**config.mk**
```make
export PLATFORM = sky130hd
export DESIGN_NAME = mdio_host_bridge
export DESIGN_NICKNAME = d
export VERILOG_FILES = /design/src/rtl/mdio_bridge_pkg.sv /design/src/rtl/mdio_mdc_gen.sv /design/src/rtl/mdio_frame_eng.sv /design/src/rtl/mdio_host_bridge.sv
export SDC_FILE = /design/constraint.sdc
export NUM_CORES = 1
export LEC_CHECK = 0
export BUFFER_PORTS_ARGS = -buffer_cell sky130_fd_sc_hd__buf_2
export CAP_MARGIN = 20
export CORE_MARGIN = 1
export CORE_UTILIZATION = 40
export CTS_CLUSTER_DIAMETER = 150
export DETAILED_ROUTE_END_ITERATION = 6
export HOLD_SLACK_MARGIN = 0.03
export PLACE_DENSITY_LB_ADDON = 0.25
export SYNTH_ARGS = -nofsm -noshare
export SYNTH_HDL_FRONTEND = slang
export SYNTH_HIERARCHICAL = 1
export SYNTH_SLANG_ARGS = --single-unit
```
**constraint.sdc**
```tcl
create_clock -name clk -period 3.5 [get_ports clk]
set_input_delay 0.7 -clock clk [delete_from_list [all_inputs] [get_ports clk]]
set_output_delay 0.7 -clock clk [all_outputs]
set_load 0.02 [all_outputs]
```
**src/rtl/mdio_bridge_pkg.sv**
```systemverilog
package mdio_bridge_pkg;
  localparam logic [2:0] OFS_CMD   = 3'd0;
  localparam logic [2:0] OFS_DATA  = 3'd1;
  localparam logic [2:0] OFS_WDAT  = 3'd2;
  localparam logic [2:0] OFS_CFG   = 3'd3;
  localparam logic [2:0] OFS_STAT  = 3'd4;
  localparam logic [9:0] MDIO_DECODE = 10'h3B4;
  localparam int PRE_BITS  = 32;
  localparam int TA_POS    = 46;
  localparam int DATA_POS  = 48;
  localparam int LAST_BIT  = 63;
endpackage

```
**src/rtl/mdio_mdc_gen.sv**
```systemverilog
module mdio_mdc_gen #(
  parameter int DIV_W = 6
) (
  input  logic             clk,
  input  logic             rst_n,
  input  logic             en,
  input  logic [DIV_W-1:0] div,
  output logic             mdc,
  output logic             rise_tick,
  output logic             fall_tick
);
  logic [DIV_W-1:0] cnt;
  logic             run;
  logic             term;

  always_comb begin
    run       = en && (div != '0);
    term      = run && (cnt >= div);
    rise_tick = term && !mdc;
    fall_tick = term && mdc;
  end

  always_ff @(posedge clk or negedge rst_n) begin
    if (!rst_n) begin
      cnt <= '0;
      mdc <= 1'b0;
    end else if (!run) begin
      cnt <= '0;
      mdc <= 1'b0;
    end else if (term) begin
      cnt <= '0;
      mdc <= !mdc;
    end else begin
      cnt <= cnt + 1'b1;
    end
  end

  a_r2_idle_low: assert property (@(posedge clk) disable iff (!rst_n)
    !(en && div != '0) |=> !mdc);
  a_r2_hold_between_ticks: assert property (@(posedge clk) disable iff (!rst_n)
    (run && !rise_tick && !fall_tick) |=> $stable(mdc));
endmodule

```
**src/rtl/mdio_frame_eng.sv**
```systemverilog
module mdio_frame_eng
  import mdio_bridge_pkg::*;
#(
  parameter int DW = 16
) (
  input  logic          clk,
  input  logic          rst_n,
  input  logic          start,
  input  logic          is_write,
  input  logic [4:0]    phy,
  input  logic [4:0]    regad,
  input  logic [DW-1:0] wdata,
  input  logic          rise_tick,
  input  logic          fall_tick,
  input  logic          mdio_i,
  output logic          mdio_o,
  output logic          mdio_oe,
  output logic          busy,
  output logic          done,
  output logic          done_rd,
  output logic [DW-1:0] rdata
);
  logic        pend, active, wr_q;
  logic [5:0]  bitcnt;
  logic [31:0] hdr;
  logic [4:0]  hidx;

  always_comb begin
    hidx    = ~bitcnt[4:0];
    busy    = pend || active;
    mdio_o  = !active || !bitcnt[5] || hdr[hidx];
    mdio_oe = active && (wr_q || (bitcnt < 6'(TA_POS)));
    done_rd = done && !wr_q;
  end

  always_ff @(posedge clk or negedge rst_n) begin
    if (!rst_n) begin
      pend   <= 1'b0;
      active <= 1'b0;
      wr_q   <= 1'b0;
      bitcnt <= '0;
      hdr    <= '0;
      done   <= 1'b0;
      rdata  <= '0;
    end else begin
      done <= 1'b0;
      if (start) begin
        pend <= 1'b1;
        wr_q <= is_write;
        hdr  <= {2'b01, (is_write ? 2'b01 : 2'b10), phy, regad,
                 (is_write ? 2'b10 : 2'b00), (is_write ? wdata : {DW{1'b0}})};
      end else if (fall_tick) begin
        if (pend) begin
          pend   <= 1'b0;
          active <= 1'b1;
          bitcnt <= '0;
        end else if (active) begin
          if (bitcnt == 6'(LAST_BIT)) begin
            active <= 1'b0;
            done   <= 1'b1;
          end else begin
            bitcnt <= bitcnt + 1'b1;
          end
        end
      end
      if (rise_tick && active && !wr_q && bitcnt >= 6'(DATA_POS))
        rdata <= {rdata[DW-2:0], mdio_i};
    end
  end

  a_r4_bit_advance: assert property (@(posedge clk) disable iff (!rst_n)
    (active && fall_tick && bitcnt != 6'(LAST_BIT)) |=> (bitcnt == $past(bitcnt) + 6'd1));
  a_r6_done_single: assert property (@(posedge clk) disable iff (!rst_n)
    done |=> !done);
  a_r8_no_restart: assert property (@(posedge clk) disable iff (!rst_n)
    start |-> !busy);
endmodule

```
**src/rtl/mdio_host_bridge.sv**
```systemverilog
module mdio_host_bridge
  import mdio_bridge_pkg::*;
#(
  parameter int DIV_W = 6,
  parameter int DW    = 16
) (
  input  logic          clk,
  input  logic          rst_n,
  input  logic [2:0]    host_addr,
  input  logic          host_we,
  input  logic [DW-1:0] host_wdata,
  output logic [DW-1:0] host_rdata,
  output logic          irq,
  output logic          mdc,
  input  logic          mdio_i,
  output logic          mdio_o,
  output logic          mdio_oe
);
  logic [DW-1:0]    data_lo, wr_data;
  logic             cfg_en;
  logic [DIV_W-1:0] cfg_div;
  logic             st_ready, st_irq, st_err;
  logic             rise_tick, fall_tick;
  logic             eng_busy, eng_done, eng_done_rd;
  logic [DW-1:0]    eng_rdata;
  logic             cmd_hit, mdc_run, start, stat_wr;

  always_comb begin
    cmd_hit = host_we && host_addr == OFS_CMD && host_wdata[9:0] == MDIO_DECODE;
    mdc_run = cfg_en && cfg_div != '0;
    start   = cmd_hit && mdc_run && !eng_busy;
    stat_wr = host_we && host_addr == OFS_STAT;
    irq     = st_irq;
  end

  mdio_mdc_gen #(.DIV_W(DIV_W)) u_mdc (
    .clk(clk), .rst_n(rst_n), .en(cfg_en), .div(cfg_div),
    .mdc(mdc), .rise_tick(rise_tick), .fall_tick(fall_tick)
  );

  mdio_frame_eng #(.DW(DW)) u_eng (
    .clk(clk), .rst_n(rst_n), .start(start), .is_write(host_wdata[DW-1]),
    .phy(data_lo[9:5]), .regad(data_lo[4:0]), .wdata(wr_data),
    .rise_tick(rise_tick), .fall_tick(fall_tick), .mdio_i(mdio_i),
    .mdio_o(mdio_o), .mdio_oe(mdio_oe), .busy(eng_busy), .done(eng_done),
    .done_rd(eng_done_rd), .rdata(eng_rdata)
  );

  always_ff @(posedge clk or negedge rst_n) begin
    if (!rst_n) begin
      data_lo  <= '0;
      wr_data  <= '0;
      cfg_en   <= 1'b0;
      cfg_div  <= '0;
      st_ready <= 1'b0;
      st_irq   <= 1'b0;
      st_err   <= 1'b0;
    end else begin
      if (host_we && host_addr == OFS_DATA) data_lo <= host_wdata;
      if (host_we && host_addr == OFS_WDAT) wr_data <= host_wdata;
      if (host_we && host_addr == OFS_CFG) begin
        cfg_en  <= host_wdata[DW-1];
        cfg_div <= host_wdata[DIV_W-1:0];
      end
      if (stat_wr && host_wdata[1]) st_irq <= 1'b0;
      if (stat_wr && host_wdata[2]) st_err <= 1'b0;
      if (cmd_hit && eng_busy) st_err <= 1'b1;
      if (start) st_ready <= 1'b0;
      if (eng_done_rd) data_lo <= eng_rdata;
      if (eng_done) begin
        st_ready <= 1'b1;
        st_irq   <= 1'b1;
      end
    end
  end

  always_comb begin
    case (host_addr)
      OFS_DATA: host_rdata = data_lo;
      OFS_WDAT: host_rdata = wr_data;
      OFS_CFG:  host_rdata = {cfg_en, {(DW-1-DIV_W){1'b0}}, cfg_div};
      OFS_STAT: host_rdata = {{(DW-3){1'b0}}, st_err, st_irq, st_ready};
      default:  host_rdata = '0;
    endcase
  end

  a_r6_done_sets_ready: assert property (@(posedge clk) disable iff (!rst_n)
    eng_done |=> (st_ready && irq));
  a_r7_irq_holds: assert property (@(posedge clk) disable iff (!rst_n)
    (st_irq && !(stat_wr && host_wdata[1])) |=> st_irq);
  a_r8_err_sticky: assert property (@(posedge clk) disable iff (!rst_n)
    (st_err && !(stat_wr && host_wdata[2])) |=> st_err);
  a_r8_busy_sets_err: assert property (@(posedge clk) disable iff (!rst_n)
    (cmd_hit && eng_busy) |=> st_err);
  a_r9_idle_no_frame: assert property (@(posedge clk) disable iff (!rst_n)
    (cmd_hit && !mdc_run && !eng_busy) |=> !eng_busy);
  a_r3_decode_gate: assert property (@(posedge clk) disable iff (!rst_n)
    (!cmd_hit && !eng_busy) |=> !eng_busy);
endmodule

```
After elaboration in Yosys (flattened, before gate mapping) --
Index checks and enable logic that the tools add are counted.
Word-level totals: register bits after elaboration 106, input bits 23, output and inout bits 20, word-level logic and storage cells 102
Cells by class: add/subtract/negate cells 2, order comparisons 4, eq/ne operators 8, mux-type cells 31, bitwise gates (word level) 2, reductions and logical operators 39
Operator list (number):
- 16-bit one-hot mux with 4 select lines | 1
- 16-bit 2-to-1 mux | 3
- 6-bit 2-to-1 mux | 5
- 1-bit logical AND | 20
- 1-bit 2-to-1 mux | 19
- 6-bit by 1-bit adder with 6-bit output, second input constant | 2
- 2-bit nonzero test | 6
- 10-bit equality test, second input constant | 1
- 3-bit by 2-bit equality test with 1-bit output, second input constant | 2
- 6-bit equality test, second input constant | 1
- 6-bit greater-or-equal comparator | 1
- 6-bit greater-or-equal comparator, second input constant | 1
- 5-bit by 6-bit < comparator with 1-bit output, second input constant | 1
- 6-bit < comparator, second input constant | 1
- 6-bit nonzero test | 1
- 1-bit binary-select mux with 5-bit select | 1
- 1-bit logical NOT | 5
- 5-bit inverter | 1
- 1-bit logical OR | 4
- 2-bit 2-to-1 mux | 2
- 2-bit by 1-bit != test with 1-bit output, second input constant | 2
- 4-bit AND reduction | 1
- 3-bit by 1-bit equality test with 1-bit output, second input constant | 1
- 3-bit equality test, second input constant | 1
- 3 further kinds | 3

Logic depth before layout (Yosys ltp) --
Gate-level depths: netlist of the first run.
word-level depth 7, gate-level depth with buffers 11, depth with buffers taken out 10

By module --
The synthesis of the first run kept the hierarchy.
By module, submodules not included:
- mdio_frame_eng | instances 1, cells an instance 219, area an instance 2487.4 um^2, sequential area each 1351.3 um^2
- mdio_host_bridge | instances 1, cells an instance 189, area an instance 2200.9 um^2, sequential area each 1051.0 um^2
- mdio_mdc_gen | instances 1, cells an instance 51, area an instance 488.0 um^2, sequential area each 175.2 um^2

Worst setup path after synthesis of the first run --
No wires, ideal clock.
kind input -> register, start point in host_addr[2], end point reg u_eng.hdr[28], library setup time 0.125 ns, data arrival time 2.391 ns, data required time 3.375 ns, slack 0.984 ns, stages on the path 7, path buffers 3, cells stage by stage buf_2 -> nor4bb_1 -> and4_1 -> and4b_1 -> clkbuf_1 -> clkbuf_1 -> mux2_2
Between the ends: cells in the longest elaborated chain, start to end 5
Ends and longest elaborated chain:
- start: declaration | RTL line mdio_host_bridge.sv:9 | input logic [2:0] host_addr,
- 3-bit logical NOT | RTL line mdio_host_bridge.sv:29 | cmd_hit = host_we && host_addr == OFS_CMD && host_wdata[9:0] == MDIO_DECODE;
- 1-bit logical AND (2 in a row) | RTL line mdio_host_bridge.sv:29
- 1-bit logical AND (2 in a row) | RTL line mdio_host_bridge.sv:31 | start = cmd_hit && mdc_run && !eng_busy;
- net start | RTL line mdio_host_bridge.sv:26 | logic cmd_hit, mdc_run, start, stat_wr;
- end signal: assignment | RTL line mdio_frame_eng.sv:50 | hdr <= {2'b01, (is_write ? 2'b01 : 2'b10), phy, regad,
- end: declaration | RTL line mdio_frame_eng.sv:25 | logic [31:0] hdr;
The timed path passes the listed nets, and every way through them passes these cells. A chain may end at the register's enable or synchronous reset.

Final worst setup path of the first run --
start point reg u_eng.bitcnt[0], end point out mdio_o
Between the ends: cells in the longest elaborated chain, start to end 4
Ends and longest elaborated chain:
- start: declaration | RTL line mdio_frame_eng.sv:24 | logic [5:0] bitcnt;
- start signal: assignment | RTL line mdio_frame_eng.sv:62 | bitcnt <= bitcnt + 1'b1;
- 5-bit inverter | RTL line mdio_frame_eng.sv:29 | hidx = ~bitcnt[4:0];
- 1-bit binary-select mux with 5-bit select | RTL line mdio_frame_eng.sv:31 | mdio_o = !active || !bitcnt[5] || hdr[hidx];
- 1-bit 2-to-1 mux (implied by the code) | RTL line mdio_frame_eng.sv:31
- 1-bit logical OR | RTL line mdio_frame_eng.sv:31
- end: declaration | RTL line mdio_host_bridge.sv:16 | output logic mdio_o,
No other way between the ends. The select of a mux whose other input is x is not followed.

==> reports/metrics.cfg, run 1 <==
[route]
routed_via_density = 5.24
detailedRoute.firstIterationViolations = 170
drt-wirelength-per-cell_um = 16.5
detail-route-antenna-nets = 0
vias = 3493
wl_um = 11000
remaining_drc_errors = 0
detailedRoute.firstPassIterationCount = 5

[logic_synthesis]
synth_enable_flop_cells = 0
yosysUniqueCellTypes = 61
synth-warning-count = 6
synth_fp_nets = 490
combined_area_of_all_synthesized_cells_mm2 = 0.00518
ys_seq_elements = 103
postSynthAreaPerCell_um2 = 11.3
synth_async_sr_flop_share_pct = 100
fraction_of_synthesized_cell_area_taken_by_the_top_area_cell_type_pct = 49.8
yosys-top-cells-area = dfrtp_1 50%, mux2_2 11%, mux2i_1 4.3%
ys_seq_area_share_pct = 49.8
postSynth.topFlopCell = dfrtp_1
gate_count_post_synth = 459
synth_top_area_cell = dfrtp_1

[critical_path]
crit_arrival_ns = 2.53
worst_ep_required_time_ns = 2.80
reg2regPathDepth = 10
reg2reg_from = cfg_div[5]
crit_path_max_fo = 16
setup.worst_path.class = register to primary output
ff2ff_setup_slack_ns = 0.90
worstSetupEndpointType = primary output
element_type_at_the_critical_path_start = register
regToRegEndpoint = u_eng/bitcnt[0]

[run_status]
outcome = complete, no violations

[finish]
final_cells = 667
drive_gt1_share_pct = 27.5
area_growth_syn_to_layout_pct = 11.8
insertedDiodeCount = 0
num-fill-cells = 1198
final_net_count = 521

[timing]
timing_hold_violations_final = 0
finalSetupTns_ns = 0
max_transition_viols_final = 0
final.period_utilization_pct = 92.2
worst_case_headroom_to_the_max_slew_limit_pct = 37.3
layout_min_cycle_time_ns = 3.23
clock-skew-final_ns = 0.00779
max_freq_ghz = 0.310
final_setup_violation_count = 0
rsz0062_at_grt = no
worst_slew_pin_slew_ns = 0.941

[floorplanning]
top_level_ports = 43
core_area_mm2 = 0.0126
floorplan.rows = 41
starting_density_of_the_core_pct = 41.0
die_area_mm2 = 0.0134
die-height_um = 116
die_x_extent_um = 116

[cts]
clk-insertion-delay-late_ns = 0.35
clock_tree.root_cell = clkbuf_16
clk_pin_slew_ns = 0.07
post_cts_hold_buffer_count = 0
numCtsBuffers = 9
cts_sinks = 103
htree_num_levels = 3
cts.path.max_buffers = 2
cts_tree = done
cts_post_setup_buffers_inserted = 0
cts_repair_resize_count = 0

[power]
power.total_uw = 2760
internal_power_uw = 1980
power.static_leakage_uw = 0.00264
peak_supply_drop_mv = 0.223
power.share.clock_pct = 34.1
power_switching_uw = 773
sw_frac_of_total_pct = 28.0
power.share.sequential_pct = 51.7
p_per_area_mw_per_mm2 = 476
power.share.combinational_pct = 14.3

[global_route]
grt_max_degree = 55
grt_use_total_pct = 18.1
grt_first_pass_wirelength_um = 18600
antenna_found_initial = 0
gr-total-overflow = 0
grt_pass1_vias = 3491

[placement]
gp_congestion = 0.852
dpl.cell_count = 650
number_of_input_and_output_port_buffers_inserted = 42
detailed_place_hpwl_um = 8000

[worst_hold_path]
path_class_of_the_lowest_slack_min_delay_path = primary input to asynchronous set/reset pin

[job]
max_cap_viol_count = 0

-- critical path: stages, from the launching register on --
cell and delay (ns):
dfrtp_1 0.74, mux4_1 0.65, nand2b_1 0.09, a41oi_1 0.10
a2111o_1 0.44, buf_2 0.17
-- cell type report --
type                       instances  area [µm²]  share of cell area (%)
timing repair buffer              47         280                    4.84
inverter                          26        97.6                    1.69
tap                              172         215                    3.72
multi-input combinational        303        2340                    40.4
clock buffer                       9         225                    3.89
clock inverter                     7        56.3                   0.973
sequential                       103        2580                    44.5
-- power groups by stage --
stage | logic, µW | registers [µW] | clock network (µW)
global placement | 386 | 1440 | 0
finish | 393 | 1420 | 939
floorplan | 286 | 1400 | 0
global route | 439 | 1440 | 1020
CTS | 397 | 1420 | 966
detailed placement | 395 | 1440 | 0
-- how the worst max path moves through the flow --
stage,startpoint,end,slack (ns),depth (start not counted)
3_5_place_dp,u_eng/bitcnt[0],mdio_o,0.62,5
2_1_floorplan,host_addr[2],u_eng/hdr[28],0.98,7
3_3_place_gp,u_eng/bitcnt[0],mdio_o,0.67,5
4_1_cts,u_eng/bitcnt[0],mdio_o,0.24,5
6_report,u_eng/bitcnt[0],mdio_o,0.27,5
5_1_grt,u_eng/bitcnt[0],mdio_o,0.13,5
-- state kept, by name, indices dropped and copies added (netlist names) --
signal / count
u_eng/hdr: 29
cfg_div: 6
u_eng/active: 1
u_mdc/cnt: 6
st_err: 1
st_ready: 1
u_eng/bitcnt: 6
irq: 1
cfg_en: 1
u_eng/done: 1
u_eng/pend: 1
wr_data: 16
u_mdc/mdc: 1
data_lo: 16
u_eng/rdata: 16
-- metal layers --
metal	routed length, µm	vias up	track usage, %
met4	197	0	7.78
met3	473	16	2.25
met5	0	-	0
met1	5400	1735	26.7
li1	-	1678	-
met2	4950	64	26.7
-- stage by stage --
step                      utilization, %  hold slack (ns)  worst slack, ns  area [µm²]
after detailed placement            43.4            0.453            0.622        5480
after global routing                45.9            0.456            0.134        5790
after CTS                           45.7            0.429            0.240        5760
after floorplan                        -            0.404            0.984        5180
final                               45.9            0.401            0.272        5790
after global placement              43.4            0.459            0.672        5480
-- logic make-up after synthesis --
family	count (synthesis)	share of synthesized area [%]
buf+inv	53	5.10
fa+ha+maj	8	1.93
simple gates	123	12.4
flops	103	49.8
xor+xnor	4	0.677
mux	86	20.0
compound gates	82	10.1
-- synthesized netlist by cell type (2+ instances only) --
library cell	instances
nor3_1	2
and4b_1	2
buf_2	6
xor2_1	2
mux2_2	50
and2b_1	2
o21ai_1	10
nand3_1	5
nor4b_1	2
a31oi_1	2
o21a_1	3
or3_1	2
a22oi_1	16
nand2_1	51
nand3b_1	2
nand4b_1	2
or2_2	3
mux4_1	3
o21ai_0	28
nand2b_1	7
mux2_4	10
mux2i_1	22
a21oi_1	4
buf_6	5
and4bb_1	2
nor2b_1	4
xnor2_1	2
dfrtp_1	103
o22ai_1	5
a21o_1	2
inv_1	26
clkbuf_1	14
nor2_1	25
ha_1	8
-- placed cells by master (no fill, tap or decap), drive strengths merged, types with 5 or more instances in the layout --
cell type / Yosys / routed
dfrtp: 103 / 103
mux2: 60 / 60
nand2: 51 / 51
buf: 13 / 46
o21ai: 38 / 38
inv: 26 / 28
nor2: 25 / 25
mux2i: 22 / 22
a22oi: 16 / 16
clkbuf: 14 / 10
ha: 8 / 8
nand2b: 7 / 7
o22ai: 5 / 5
nand3: 5 / 5
a21oi: 5 / 5
Note: power is estimated with default switching activity, not from simulation.
==> run 2, diff against run 1 <==
Settings changed: SYNTH_HIERARCHICAL 1 to default.
==> reports/metrics.cfg, run 2 <==
[power]
power.share.clock_pct = 33.6  ; -0.5 points
peak_supply_drop_mv = 0.204  ; -8.5%
power.share.combinational_pct = 14.8  ; +0.5 points
p_per_area_mw_per_mm2 = 494  ; +3.8%
power.static_leakage_uw = 0.00272  ; +3.1%
power.share.sequential_pct = 51.6  ; about the same
power.total_uw = 2820  ; +2.3%
sw_frac_of_total_pct = 29.6  ; +1.6 points
power_switching_uw = 835  ; +8.0%
internal_power_uw = 1990  ; about the same

[logic_synthesis]
synth_fp_nets = 485  ; -1.0%
ys_seq_elements = 103  ; unchanged
combined_area_of_all_synthesized_cells_mm2 = 0.00511  ; -1.2%
synthTopCellsByCount = 103 x dfrtp_1, 61 x nand2_1, 39 x o21ai_0
synth-warning-count = 0  ; -6
synth_enable_flop_cells = 0  ; unchanged
synth_top_area_cell = dfrtp_1
fraction_of_synthesized_cell_area_taken_by_the_top_area_cell_type_pct = 50.4  ; +0.62 points
synth_async_sr_flop_share_pct = 100  ; unchanged
ys_seq_area_share_pct = 50.4  ; +0.62 points
post-synth-top-count-cell = dfrtp_1
yosysUniqueCellTypes = 52  ; -15%
yosys-top-cells-area = dfrtp_1 50%, mux2_2 7.5%, nand2_1 4.5%
postSynth.topFlopCell = dfrtp_1
postSynthAreaPerCell_um2 = 11.3  ; -0.15%
gate_count_post_synth = 454  ; -1.1%

[finish]
num-fill-cells = 1173  ; -2.1%
drive_gt1_share_pct = 24.6  ; -2.8 points
postLayoutCoreUtil_pct = 46.8  ; +0.88 points
insertedDiodeCount = 0  ; unchanged
most_frequent_cells_in_the_layout = 103 x dfrtp_1, 61 x nand2_1, 41 x buf_2
final_net_count = 513  ; -1.5%
postLayoutCellArea_mm2 = 0.00571  ; -1.4%
area_growth_syn_to_layout_pct = 11.7
final_cells = 655  ; -1.8%
final-seq-area_mm2 = 0.00258  ; unchanged
multiInputGateArea_mm2 = 0.00232  ; -0.54%
largest_register_ff_count = 29  ; unchanged
layout.cells.most_common = dfrtp_1
max_flop_register = u_eng.hdr

[global_route]
grt_max_degree = 58  ; +5.5%
grt_use_total_pct = 18.8  ; +0.72 points
grt_pass1_vias = 3573  ; +2.3%
antenna_found_initial = 0  ; unchanged
gr-total-overflow = 0  ; unchanged
grt_first_pass_wirelength_um = 19200  ; +3.4%

[floorplanning]
die_area_mm2 = 0.0132  ; -1.2%
core_area_mm2 = 0.0122  ; -3.2%
floorplan.rows = 40  ; -2.4%
die-height_um = 115  ; -0.60%
top_level_ports = 43  ; unchanged
die_x_extent_um = 115  ; -0.60%
starting_density_of_the_core_pct = 41.9  ; +0.85 points

[timing]
timing_hold_violations_final = 0  ; unchanged
worst_case_headroom_to_the_max_slew_limit_pct = 41.2  ; +3.9 points
clock-skew-final_ns = 0.0146  ; +0.00684 ns
worst_slew_pin_slew_ns = 0.881  ; -0.0602 ns
finalSetupTns_ns = 0  ; unchanged
final.period_utilization_pct = 89.1  ; -3.1 points
final_setup_violation_count = 0  ; unchanged
max_freq_ghz = 0.321  ; +3.5%
layout_min_cycle_time_ns = 3.12  ; -0.109 ns
max_transition_viols_final = 0  ; unchanged
rsz0062_at_grt = no

[placement]
detailed_place_hpwl_um = 8020  ; +0.27%
placement.cell_area_mm2 = 0.00543  ; -1.0%
number_of_input_and_output_port_buffers_inserted = 42  ; unchanged
gp_congestion = 0.830  ; -2.7%
dpl.cell_count = 639  ; -1.7%

[cts]
clk-insertion-delay-late_ns = 0.35  ; about the same
post_cts_hold_buffer_count = 0  ; unchanged
htree_num_levels = 3  ; unchanged
numCtsBuffers = 9  ; unchanged
clock_tree.root_cell = clkbuf_16
cts_sinks = 103  ; unchanged
cts.path.max_buffers = 2  ; unchanged
cts_tree = done
clk_pin_slew_ns = 0.07  ; about the same
cts_post_setup_buffers_inserted = 0  ; unchanged
cts_repair_resize_count = 0  ; unchanged

[route]
vias = 3521  ; +0.80%
drt-wirelength-per-cell_um = 17.4  ; +5.1%
detailedRoute.firstPassIterationCount = 4  ; -1
detailedRoute.firstIterationViolations = 176  ; +3.5%
wl_um = 11400  ; +3.2%
routed_via_density = 5.38  ; +2.6%
remaining_drc_errors = 0  ; unchanged
detail-route-antenna-nets = 0  ; unchanged

[critical_path]
critPathMostFrequentCell = o21ai_0
setup.worst_path.class = register to primary output
ff2ff_setup_slack_ns = 0.90  ; about the same
crit_path_max_incr_delay_ns = 0.75  ; about the same
reg2reg_from = cfg_div[3]
worstSetupEndpointType = primary output
crit_path_max_fo = 15  ; -1
crit_arrival_ns = 2.42  ; -0.11 ns
worst_setup_path_startpoint = u_eng.bitcnt[0]
cpMaxStageDelayCell = dfrtp_1
crit_chain = mux4_2, mux2i_1, o21ai_0, o21ai_0, o2111ai_1, buf_2
reg2regPathDepth = 6  ; -4
element_type_at_the_critical_path_start = register
worst_ep_required_time_ns = 2.80  ; about the same
regToRegEndpoint = u_eng.rdata[11]

[worst_hold_path]
path_class_of_the_lowest_slack_min_delay_path = primary input to asynchronous set/reset pin

[run_status]
outcome = complete, no violations

[job]
max_cap_viol_count = 0  ; unchanged

-- run 2: cell count changes after synthesis, sizes merged, moves of 3 or more --
cell    delta
inv       -16
nand2     +10
mux2       -5
o21ai      +4
a21oi      -3
and4bb     -3
clkbuf     +3
nand4      +3
nand4b     -3
or4        +3
-- run 2: per-layer routing --
layer	GRT usage, %	wire, µm	up-vias
met5	0	0	-
met2	27.6	5030	84
met1	28.1	5690	1757
met4	6.15	114	0
met3	3.27	551	7
li1	-	-	1673
-- run 2: logic make-up (layout without fill, tap and decap cells) --
kind of cell	count (synthesis)	after routing	share of synthesized area (%)
AO/OA/AOI/OAI	86	86	10.7
XOR/XNOR	5	5	0.857
AND/OR/NAND/NOR	128	128	12.0
adder cells (fa/ha/maj)	8	8	1.96
multiplexers	83	83	19.9
flip-flops	103	103	50.4
buffers and inverters	41	74	4.18
-- run 2: metrics by stage --
stage                     hold slack (ns)  setup WS (ns)
after global routing                0.478          0.175
after CTS                           0.446          0.353
after global placement              0.450          0.713
after detailed placement            0.467          0.661
final                               0.426          0.381
after floorplan                     0.404          0.904
-- run 2: power groups by stage --
stage	logic, µW	registers [µW]	clock network, µW
6_report	417	1460	947
5_1_grt	474	1480	1020
4_1_cts	422	1450	973
3_5_place_dp	421	1480	0
3_3_place_gp	405	1470	0
2_1_floorplan	310	1400	0
-- run 2: worst max-delay path by stage --
| stage | endpoint | slack, ns | cells past startpoint |
|---|---|---|---|
| after floorplan | mdio_o | 0.90 | 7 |
| after global placement | mdio_o | 0.71 | 6 |
| after detailed placement | host_rdata[7] | 0.66 | 5 |
| after CTS | mdio_o | 0.35 | 6 |
| after global routing | mdio_o | 0.18 | 6 |
| final | mdio_o | 0.38 | 6 |
-- run 2: layout make-up --
class                      instances  area share (%)
inverter                          10           0.657
multi-input combinational        310            40.7
sequential                       103            45.1
tap                              168            3.68
timing repair buffer              48            4.87
clock inverter                     7           0.986
clock buffer                       9            3.94
-- run 2: critical path: cells and delay by family (launching register included) --
kind                   cells  cell delay (ns)
multiplexers               2             0.71
AO/OA/AOI/OAI              3             0.42
flip-flops                 1             0.75
buffers and inverters      1             0.20
==> run 3, diff against run 2 <==
Settings changed: CORE_MARGIN 1 to 4, CORE_UTILIZATION 40 to 30.
==> reports/metrics.cfg, run 3 (same netlist as run 2, synthesis figures left out) <==
[placement]
detailed_place_hpwl_um = 8970  ; +12%
gp_congestion = 0.845  ; +1.9%
number_of_input_and_output_port_buffers_inserted = 42  ; unchanged
dpl.cell_count = 693  ; +8.5%

[timing]
final_setup_violation_count = 0  ; unchanged
worst_case_headroom_to_the_max_slew_limit_pct = 43.0  ; +1.8 points
max_freq_ghz = 0.323  ; +0.75%
layout_min_cycle_time_ns = 3.10  ; -0.0232 ns
timing_hold_violations_final = 0  ; unchanged
rsz0062_at_grt = no
worst_slew_pin_slew_ns = 0.855  ; -0.0254 ns
finalSetupTns_ns = 0  ; unchanged
final.period_utilization_pct = 88.5  ; -0.66 points
max_transition_viols_final = 0  ; unchanged
clock-skew-final_ns = 0.0120  ; -0.00259 ns

[global_route]
gr-total-overflow = 0  ; unchanged
grt_use_total_pct = 13.2  ; -5.6 points
grt_first_pass_wirelength_um = 20400  ; +6.5%
antenna_found_initial = 0  ; unchanged
grt_max_degree = 66  ; +14%
grt_pass1_vias = 3727  ; +4.3%

[floorplanning]
floorplan.rows = 47  ; +18%
die_area_mm2 = 0.0192  ; +45%
starting_density_of_the_core_pct = 30.7  ; -11 points
die-height_um = 139  ; +20%
die_x_extent_um = 139  ; +20%
top_level_ports = 43  ; unchanged
core_area_mm2 = 0.0166  ; +36%

[cts]
clk-insertion-delay-late_ns = 0.35  ; about the same
cts_sinks = 103  ; unchanged
clock_tree.root_cell = clkbuf_16
htree_num_levels = 3  ; unchanged
clk_pin_slew_ns = 0.07  ; about the same
numCtsBuffers = 9  ; unchanged
cts_tree = done
post_cts_hold_buffer_count = 0  ; unchanged
cts_post_setup_buffers_inserted = 0  ; unchanged
cts.path.max_buffers = 2  ; unchanged
cts_repair_resize_count = 0  ; unchanged

[route]
detailedRoute.firstIterationViolations = 232  ; +32%
route.met3.wl_um = 571  ; +3.6%
vias = 3583  ; +1.8%
wl_um = 12300  ; +7.7%
detailedRoute.firstPassIterationCount = 5  ; +1
routed_via_density = 5.05  ; -6.0%
detail-route-antenna-nets = 0  ; unchanged
top_layer_used = met4
drt-wirelength-per-cell_um = 17.3  ; -0.51%
met1_length_um = 6060  ; +6.5%
wl_met2_um = 5380  ; +7.0%
remaining_drc_errors = 0  ; unchanged

[finish]
most_frequent_cells_in_the_layout = 103 x dfrtp_1, 61 x nand2_1, 41 x buf_2
final_cells = 709  ; +8.2%
area_growth_syn_to_layout_pct = 13.2
max_flop_register = u_eng.hdr
insertedDiodeCount = 0  ; unchanged
layout.cells.most_common = dfrtp_1
largest_register_ff_count = 29  ; unchanged
num-fill-cells = 1681  ; +43%
drive_gt1_share_pct = 24.5  ; -0.10 points
final_net_count = 515  ; +0.39%

[power]
p_per_area_mw_per_mm2 = 503  ; +1.9%
power.static_leakage_uw = 0.00273  ; +0.42%
peak_supply_drop_mv = 0.248  ; +21%
power.total_uw = 2910  ; +3.3%

[critical_path]
element_type_at_the_critical_path_start = register
worst_ep_required_time_ns = 2.80  ; about the same
crit_arrival_ns = 2.40  ; -0.02 ns
setup.worst_path.class = register to primary output
crit_path_max_fo = 15  ; unchanged
worstSetupEndpointType = primary output

[job]
max_cap_viol_count = 0  ; unchanged

[run_status]
outcome = complete, no violations

[worst_hold_path]
path_class_of_the_lowest_slack_min_delay_path = primary input to asynchronous set/reset pin

## run 3: worst paths after layout
check                                  end  slack [ns]  depth (start not counted)            start
max in group asynchronous       data_lo[4]        2.22                          2            rst_n
max reg2reg                u_eng.rdata[15]        0.80                          5       cfg_div[5]
max                                 mdio_o        0.40                          6  u_eng.bitcnt[0]
min reg2reg                  u_eng.hdr[30]        0.47                          1    u_eng.hdr[30]
min                        u_eng.rdata[13]        0.44                          1            rst_n
min in group clk             u_eng.hdr[30]        0.47                          1    u_eng.hdr[30]
## run 3: through the flow
step	area [µm²]	worst slack (ns)	hold slack [ns]	util, %
floorplan	5110	0.904	0.404	-
global route	5790	0.221	0.505	34.8
finish	5790	0.404	0.440	34.8
detailed placement	5490	0.733	0.454	33.0
global placement	5490	0.719	0.453	33.0
CTS	5790	0.331	0.473	34.8
## run 3: critical path, stage by stage, from the launching register on
cell       delay [ns]
dfrtp_1          0.74
mux4_2           0.59
mux2i_1          0.14
o21ai_0          0.08
o21ai_0          0.16
o2111ai_1        0.12
buf_2            0.20
## run 3: layout make-up
type                    count  area [µm²]  area share, %
flip-flops and latches    103        2580           44.5
multi-input cells         310        2320           40.2
well taps                 220         275           4.76
repair buffers             50         273           4.71
clock buffers              12         246           4.26
clock inverters             4        53.8          0.930
inverters                  10        37.5          0.649
## run 3: routing by layer
layer  track usage (%)  vias up
met2              19.3       92
met5                 0        -
li1                  -     1682
met4              5.25        0
met3              2.97       23
met1              18.9     1786
## run 3: power breakdown
group / switching [µW] / internal, µW / leakage [µW]
registers: 152 / 1310 / 0.00136
logic: 239 / 188 / 0.00123
clock network: 450 / 578 / 0.000139
total: 841 / 2070 / 0.00273
